`config.mk`:
```
export PLATFORM = sky130hd
export DESIGN_NAME = dma_cnt_status
export DESIGN_NICKNAME = d
export VERILOG_FILES = /design/src/rtl/dcs_pkg.sv /design/src/rtl/dcs_align.sv /design/src/rtl/dcs_counter.sv /design/src/rtl/dcs_fsm.sv /design/src/rtl/dma_cnt_status.sv
export SDC_FILE = /design/constraint.sdc
export NUM_CORES = 1
export LEC_CHECK = 0
export ABC_AREA = 1
export BUFFER_PORTS_ARGS = -buffer_cell sky130_fd_sc_hd__buf_2
export CAP_MARGIN = 20
export CORE_MARGIN = 5
export CORE_UTILIZATION = 55
export DETAILED_ROUTE_END_ITERATION = 12
export GPL_ROUTABILITY_DRIVEN = 0
export GPL_TIMING_DRIVEN = 0
export PLACE_DENSITY_LB_ADDON = 0.12
export SETUP_SLACK_MARGIN = 0.2
export SYNTH_ARGS = -nofsm -noshare
export SYNTH_HDL_FRONTEND = slang
export SYNTH_SLANG_ARGS = --single-unit
```
`constraint.sdc`:
```
create_clock -name clk -period 2.54 [get_ports clk]
set_input_delay 0.254 -clock clk [delete_from_list [all_inputs] [get_ports clk]]
set_output_delay 0.254 -clock clk [all_outputs]
set_load 0.05 [all_outputs]
```
`src/rtl/dcs_pkg.sv`:
```
package dcs_pkg;
    typedef enum logic [1:0] {
        ST_IDLE = 2'd0,
        ST_BUSY = 2'd1,
        ST_DONE = 2'd2,
        ST_ERR  = 2'd3
    } chan_state_e;

    typedef enum logic [1:0] {
        SZ_BYTE = 2'd0,
        SZ_HALF = 2'd1,
        SZ_WORD = 2'd2,
        SZ_WALT = 2'd3
    } beat_size_e;
endpackage

```
`src/rtl/dcs_align.sv`:
```
module dcs_align
    import dcs_pkg::*;
#(
    parameter int CNT_W = 24
) (
    input  logic [1:0]       size,
    input  logic [CNT_W-1:0] cnt,
    output logic [CNT_W-1:0] step,
    output logic             misalign
);
    beat_size_e sz;

    always_comb begin
        sz = beat_size_e'(size);
        step = '0;
        misalign = 1'b0;
        unique case (sz)
            SZ_BYTE: begin
                step = CNT_W'(1);
            end
            SZ_HALF: begin
                step = CNT_W'(2);
                misalign = cnt[0];
            end
            SZ_WORD, SZ_WALT: begin
                step = CNT_W'(4);
                misalign = |cnt[1:0];
            end
        endcase
    end
endmodule

```
`src/rtl/dcs_counter.sv`:
```
module dcs_counter #(
    parameter int CNT_W = 24
) (
    input  logic             clk,
    input  logic             rst_n,
    input  logic             clr,
    input  logic             load_req,
    input  logic             busy,
    input  logic             beat,
    input  logic [CNT_W-1:0] load_val,
    input  logic [CNT_W-1:0] step,
    output logic [CNT_W-1:0] cnt_q
);
    logic dec_en;
    logic load_en;

    assign dec_en  = beat && busy;
    assign load_en = load_req && !busy;

    always_ff @(posedge clk or negedge rst_n) begin
        if (!rst_n) begin
            cnt_q <= '0;
        end else if (clr) begin
            cnt_q <= '0;
        end else if (load_en) begin
            cnt_q <= load_val;
        end else if (dec_en) begin
            cnt_q <= cnt_q - step;
        end
    end

    assert_decrement_R3: assert property (@(posedge clk) disable iff (!rst_n)
        (dec_en && !clr) |=> (cnt_q == $past(cnt_q) - $past(step)));

    assert_clear_count_R4: assert property (@(posedge clk) disable iff (!rst_n)
        clr |=> (cnt_q == '0));

    assert_busy_write_ignored_R7: assert property (@(posedge clk) disable iff (!rst_n)
        (busy && load_req && !clr && !beat) |=> $stable(cnt_q));
endmodule

```
`src/rtl/dcs_fsm.sv`:
```
module dcs_fsm
    import dcs_pkg::*;
(
    input  logic clk,
    input  logic rst_n,
    input  logic clr,
    input  logic start_ok,
    input  logic misalign,
    input  logic cnt_zero,
    input  logic last_beat,
    output logic busy,
    output logic done,
    output logic cfg_err
);
    chan_state_e state_q, state_d;

    always_comb begin
        state_d = state_q;
        if (clr) begin
            state_d = ST_IDLE;
        end else begin
            unique case (state_q)
                ST_IDLE: if (start_ok) begin
                    if (misalign)      state_d = ST_ERR;
                    else if (cnt_zero) state_d = ST_DONE;
                    else               state_d = ST_BUSY;
                end
                ST_BUSY: if (last_beat) state_d = ST_DONE;
                ST_DONE: state_d = ST_DONE;
                ST_ERR:  state_d = ST_ERR;
            endcase
        end
    end

    always_ff @(posedge clk or negedge rst_n) begin
        if (!rst_n) state_q <= ST_IDLE;
        else        state_q <= state_d;
    end

    always_comb begin
        busy    = (state_q == ST_BUSY);
        done    = (state_q == ST_DONE);
        cfg_err = (state_q == ST_ERR);
    end

    assert_misalign_err_R6: assert property (@(posedge clk) disable iff (!rst_n)
        (state_q == ST_IDLE && start_ok && !clr && misalign) |=> (state_q == ST_ERR));

    assert_clear_wins_R9: assert property (@(posedge clk) disable iff (!rst_n)
        clr |=> (state_q == ST_IDLE));

    assert_start_only_idle_R10: assert property (@(posedge clk) disable iff (!rst_n)
        (state_q == ST_ERR && !clr) |=> (state_q == ST_ERR));
endmodule

```
`src/rtl/dma_cnt_status.sv`:
```
module dma_cnt_status #(
    parameter int CNT_W    = 24,
    parameter int STAT_W   = 8,
    parameter int DONE_POS = 0,
    parameter int BUSY_POS = 1,
    parameter int ERR_POS  = 6
) (
    input  logic                    clk,
    input  logic                    rst_n,
    input  logic                    reg_wr,
    input  logic [CNT_W+STAT_W-1:0] reg_wdata,
    output logic [CNT_W+STAT_W-1:0] reg_rdata,
    input  logic                    start,
    input  logic [1:0]              beat_size,
    input  logic                    beat_done,
    output logic                    xfer_permit
);
    localparam int WORD_W = CNT_W + STAT_W;

    logic             clr;
    logic             start_ok;
    logic [CNT_W-1:0] cnt_q;
    logic [CNT_W-1:0] step;
    logic             misalign;
    logic             cnt_zero;
    logic             last_beat;
    logic             busy, done, cfg_err;
    logic [STAT_W-1:0] status;

    assign clr       = reg_wr && reg_wdata[CNT_W + DONE_POS];
    assign start_ok  = start && !reg_wr;
    assign cnt_zero  = (cnt_q == '0);
    assign last_beat = beat_done && (cnt_q <= step);

    dcs_align #(.CNT_W(CNT_W)) u_align (
        .size     (beat_size),
        .cnt      (cnt_q),
        .step     (step),
        .misalign (misalign)
    );

    dcs_counter #(.CNT_W(CNT_W)) u_cnt (
        .clk      (clk),
        .rst_n    (rst_n),
        .clr      (clr),
        .load_req (reg_wr),
        .busy     (busy),
        .beat     (beat_done),
        .load_val (reg_wdata[CNT_W-1:0]),
        .step     (step),
        .cnt_q    (cnt_q)
    );

    dcs_fsm u_fsm (
        .clk       (clk),
        .rst_n     (rst_n),
        .clr       (clr),
        .start_ok  (start_ok),
        .misalign  (misalign),
        .cnt_zero  (cnt_zero),
        .last_beat (last_beat),
        .busy      (busy),
        .done      (done),
        .cfg_err   (cfg_err)
    );

    always_comb begin
        status           = '0;
        status[DONE_POS] = done;
        status[BUSY_POS] = busy;
        status[ERR_POS]  = cfg_err;
    end

    assign reg_rdata   = WORD_W'({status, cnt_q});
    assign xfer_permit = busy && !cnt_zero && !cfg_err;

    assert_done_at_zero_R5: assert property (@(posedge clk) disable iff (!rst_n)
        $rose(done) |-> cnt_zero);

    assert_done_drops_busy_R5: assert property (@(posedge clk) disable iff (!rst_n)
        (busy && last_beat && !clr) |=> (done && !busy));

    assert_permit_busy_R8: assert property (@(posedge clk) disable iff (!rst_n)
        (xfer_permit && beat_done && !clr && !last_beat) |=> xfer_permit);
endmodule

```
# Yosys cells after proc, flatten, opt, wreduce, memory -nomap -nowiden
# Cells that the tools add are included.
# op_classes
n_addsub	1
n_lt_le_gt_ge	1
n_eq_ne	8
mux	11
n_reduce_logical	18
# op_table
op	count
24-bit 2-to-1 mux	3
24-bit one-hot mux with 3 select lines	1
24-bit <= comparator	1
24-bit logical NOT	1
24-bit subtractor	1
2-bit 2-to-1 mux	5
2-bit equality test, second input constant	4
2-bit one-hot mux with 4 select lines	1
1-bit logical AND	7
3-bit inequality test, second input constant	2
2-bit by 1-bit equality test with 1-bit output, second input constant	2
1-bit logical NOT	4
2-bit logical NOT	2
2-bit OR reduction	2
3-bit nonzero test	1
1-bit one-hot mux with 2 select lines	1
2-bit AND reduction	1
# totals
regBits	26
in_bits	39

# Depth between registers and ports, before layout
# logic_depth
ltp_word	8
ltp_mapped	14
depth_no_buf	14

# By module
# Synthesis repeated with hierarchy kept, for this count alone.
# unflattened
hier_cells	729
hier_area_um2	4202.8
# by_module_without_submodules
mod	n_inst	cells_each	area_per_inst_um2	seq_area_each_um2
dcs_counter	1	530	3000.4	600.6
dma_cnt_status	1	144	867.1	0.0
dcs_align	1	29	188.9	0.0
dcs_fsm	1	26	146.4	50.0

# Worst setup path before layout
# Ideal clock, no wire load.
# synth_timing
kind	register -> register
start	register u_cnt.cnt_q[0]
end	register u_cnt.cnt_q[6]
setup_ns	0.123
arrival_time_ns	2.044
t_required_ns	2.417
slack_ns	0.373
stages_incl_launch_ff	11
n_path_buf	0
synth_period_minus_slack_ns	2.167
path_cell_list	dfrtp_1 > inv_1 > ha_1 > fa_1 > inv_1 > nand2_1 > nand2_2 > nor2_2 > xor2_1 > o21ai_0 > nand2_1
# synth_between
elab_chain_len	4
# synth_lines
item	line	text
start: declaration	dcs_counter.sv:12	output logic [CNT_W-1:0] cnt_q
start signal: assignment	dcs_counter.sv:26	cnt_q <= load_val;
start signal: assignment	dcs_counter.sv:28	cnt_q <= cnt_q - step;
24-bit subtractor	dcs_counter.sv:28	
24-bit 2-to-1 mux	dcs_counter.sv:27	end else if (dec_en) begin
24-bit 2-to-1 mux	dcs_counter.sv:25	end else if (load_en) begin
24-bit 2-to-1 mux	dcs_counter.sv:23	end else if (clr) begin
# Every way passes these cells. The select of a mux whose other input is x is not followed.
# A chain may end at the register's enable or synchronous reset.

# Final worst setup path
# layout_timing
start	register u_cnt.cnt_q[8]
end	output port xfer_permit
# layout_between
elab_chain_len	4
# layout_lines
item	line	text
24-bit logical NOT	dma_cnt_status.sv:32	assign cnt_zero = (cnt_q == '0);
1-bit logical NOT	dma_cnt_status.sv:75	assign xfer_permit = busy && !cnt_zero && !cfg_err;
1-bit logical AND (2 in series)	dma_cnt_status.sv:75	
end: declaration	dma_cnt_status.sv:16	output logic xfer_permit
# Every way passes these cells.

==> metrics.log <==
[metrics] total DRC errors in the routed layout: 0
[metrics] startpoint of the lowest-slack hold path: reg_wdata[2]
[metrics] number of placed I/O pins: 72
[metrics] cell breakdown of the critical path: nor2_4 > nand2_2 > nor2_4 > nand2_2 > nor2_4 > nand2_2 > nand2_1 > inv_1 > buf_2
[metrics] fin worst setup slack: 0.528 ns
[metrics] initial antenna violation count: 0
[metrics] total wire length after detailed routing: 5870 microns
[metrics] slowest stage cell, crit path: dfrtp_1
[metrics] vias in the first global route: 2235
[metrics] sequential share of power: 21.7%
[metrics] pwr dens: 1430 nW/um^2
[metrics] peak clock frequency supported by timing: 497 MHz
[metrics] Clk Tree Root Cell: clkbuf_8
[metrics] number of warning messages in the yosys log: 0
[metrics] startpoint type of the worst setup path: register
[metrics] TritonRoute pass-1 iters: 4
[metrics] via count normalized by instance count: 4.96
[metrics] Setup Viol. Count Final: 0
[metrics] Reg-to-Reg End: u_cnt.cnt_q[14]
[metrics] switching part of the total: 61.5%
[metrics] Remaining Overflow, GRT: 0
[metrics] die footprint: 5450 sq um
[metrics] Final Total Pwr: 3.81 mW
[metrics] Final Hold Violating Endpoints: 0
[metrics] Nets: 473
[metrics] Max Transition Viols Final: 0
[metrics] fillcell total: 385
[metrics] x dimension of the die: 73.8 microns
[metrics] first-pass GRT wire length: 9980 microns
[metrics] Worst Reg-to-Reg Cells: 11
[metrics] tightest slew margin relative to the limit: 60.0%
[metrics] clock skew after layout: 0.00664 ns
[metrics] synthesized area per cell: 6.22 sq um
[metrics] Worst R2R Start: u_cnt.cnt_q[0]
[metrics] total core area: 3970 sq um
[metrics] clock latency of the later-clocked register in the worst-skew pair: 0.28 ns
[metrics] GR Util All Layers: 23.4%
[metrics] count of max-cap constraint violations: 0
[metrics] arrival time of the worst setup path: 1.76 ns
[metrics] aggregate negative setup slack: 0 ns
[metrics] worst setup slack for register-to-register paths: 0.60 ns
[metrics] post-layout min period: 2.01 ns
[metrics] class of the worst hold path: in -> reg
[metrics] post_cts resized: 0
[metrics] hold worst-path end: u_cnt.cnt_q[2]
[metrics] post-synthesis sequential area ratio: 29.1%
[metrics] Cell Rows: 23
[metrics] Routed Antenna Nets: 0
[metrics] maximum number of pins on one net before global-route repair: 27
[metrics] mapped cell area: 2240 sq um
[metrics] peak supply drop: 0.000838 V
[metrics] die height: 73.8 microns
[metrics] CP endpoint kind: primary output
[metrics] total number of vias: 2367
[metrics] maximum level of the CTS H-tree: 1
[metrics] Leak: 1.54 nW
[metrics] critical path's largest stage delay: 0.47 ns
[metrics] count of buffer and inverter cells on the critical path: 2
[metrics] CTS tree: done
[metrics] number of buffers between clock root and the deepest sink: 2
[metrics] critical path required time: 2.29 ns
[metrics] final worst-path cycle share: 79.2%
[metrics] result of the run: complete, no violations
[metrics] post-DP HPWL: 4640 microns
[metrics] fraction of power consumed by combinational cells: 71.9%
[metrics] initial cell density of the core: 56.4%
[metrics] number of instances in the synthesized netlist: 360
[metrics] wire length per cell after detailed routing: 12.3 microns
[metrics] transition time at the pin with the least slew margin: 0.600 ns
[metrics] dpl ws: 0.546 ns
[metrics] post-synthesis cell type count: 28
[metrics] layout-stage area growth over the synthesis result: 18.9%
[metrics] switching power summed over all nets: 2.34 mW
[metrics] Iter 0 DRT Violations: 151
[metrics] category of the critical setup timing path: reg -> out
[metrics] CTS Buf Count: 3
[metrics] Worst path top cell family by delay: simple AND/OR/NAND/NOR gates
[metrics] Port Buf Inserts: 59
[metrics] Seq cells post-synth: 26
[metrics] RSZ-0062 raised after global routing: false
[metrics] fraction of final layout cells with drive strength greater than 1: 25.5%
[metrics] critical path peak fanout: 5
[metrics] clk slew on worst S/H paths: 0.09 ns
[metrics] antenna diode instance count: 0
[metrics] Sinks on Clock Net: 26
[metrics] cell-internal power: 1.47 mW
[metrics] relative contribution of the clock network to total power: 6.4%
[metrics] worst hold slack: 0.270 ns
[metrics] Hold Path Stages: 3
==> synth_stat cells, drive strengths merged <==
master	instances	area share [%]
xnor2	1	0.39
xor2	4	1.6
nand4	7	2.0
a21oi	5	1.1
fa	1	0.89
nor2	86	18
ha	4	2.2
inv	37	6.2
a22oi	1	0.34
o21ai	18	4.0
mux2i	1	0.45
nand3	27	6.5
nor3	1	0.22
o22ai	3	0.84
buf	15	4.7
nand2	121	22
nand3b	1	0.34
dfrtp	26	29
conb	1	0.17
==> stage by stage <==
stage / std cells / area [sq um] / util (%)
CTS: 477 / 2660 / 67.1
floorplan: 364 / 2250 / -
finish: 477 / 2660 / 67.1
detailed placement: 473 / 2610 / 65.8
global placement: 473 / 2610 / 65.8
global route: 477 / 2660 / 67.1
==> placed cells by master (no fill, tap or decap), types with 5 or more instances in the layout <==
| cell type | count |
|---|---|
| nand3_1 | 25 |
| nor2_4 | 6 |
| nand2_2 | 11 |
| dfrtp_1 | 26 |
| nand2_1 | 110 |
| a21oi_1 | 5 |
| nor2_2 | 10 |
| buf_4 | 10 |
| nor2_1 | 70 |
| nand4_1 | 7 |
| o21ai_0 | 15 |
| inv_1 | 33 |
| conb_1 | 5 |
| buf_2 | 62 |
==> worst max path at each step <==
stage,start,to,slack (ns),cells past startpoint
final,u_cnt.cnt_q[8],xfer_permit,0.53,9
after global routing,u_cnt.cnt_q[0],u_cnt.cnt_q[14],0.37,11
after CTS,u_cnt.cnt_q[8],xfer_permit,0.52,9
after detailed placement,beat_size[1],u_cnt.cnt_q[17],0.55,14
after global placement,u_cnt.cnt_q[0],u_cnt.cnt_q[6],0.62,10
after floorplan,u_cnt.cnt_q[0],u_cnt.cnt_q[6],0.37,10
==> sequential cells by signal, indices dropped and copies added (netlist names) <==
register / count
u_fsm.state_q: 2
u_cnt.cnt_q: 24
==> cells by family after synthesis <==
logic type / count (synthesis) / share of synthesized area (%)
and+or+nand+nor: 243 / 48.0
adders and majority gates: 5 / 3.13
other: 1 / 0.167
AOI/OAI and AO/OA: 27 / 6.31
DFF: 26 / 29.1
muxes: 1 / 0.447
xor gates and xnor gates: 5 / 1.96
buffers and inverters: 52 / 10.9
==> power groups by stage <==
stage | Combinational [mW] | Sequential, mW | Clock, mW
floorplan | 1.61 | 1.35 | 0
global placement | 2.69 | 0.824 | 0
detailed placement | 2.74 | 0.831 | 0
CTS | 2.75 | 0.826 | 0.245
global route | 3.03 | 0.860 | 0.263
finish | 2.74 | 0.827 | 0.242
==> area by class of cell <==
cell class,instances,area [sq um],area share [%]
Tap cell,50,62.6,2.35
Clock buffer,3,41.3,1.55
Sequential cell,26,651,24.4
Timing Repair Buffer,60,305,11.5
Buffer,15,105,3.95
Multi-Input combinational cell,286,1360,51.1
Inverter,37,139,5.21
==> routing by layer <==
metal  wire length (microns)  track usage (%)  vias up
met5                       0                0        -
met4                      56             6.24        0
met3                     318             2.19        5
met2                    2850             40.4       67
met1                    2640             31.1     1049
li1                        -                -     1246
==> timing repair <==
action                    4_1_cts  5_1_grt
hold endpoints to repair       21        0
buffers inserted                0        0
hold buffers                    1        0
==> worst min-delay path, stage by stage <==
cell and delay (ns):
buf_2 0.08, mux2i_1 0.06, o22ai_1 0.11
(Power assumes the default switching activity.)
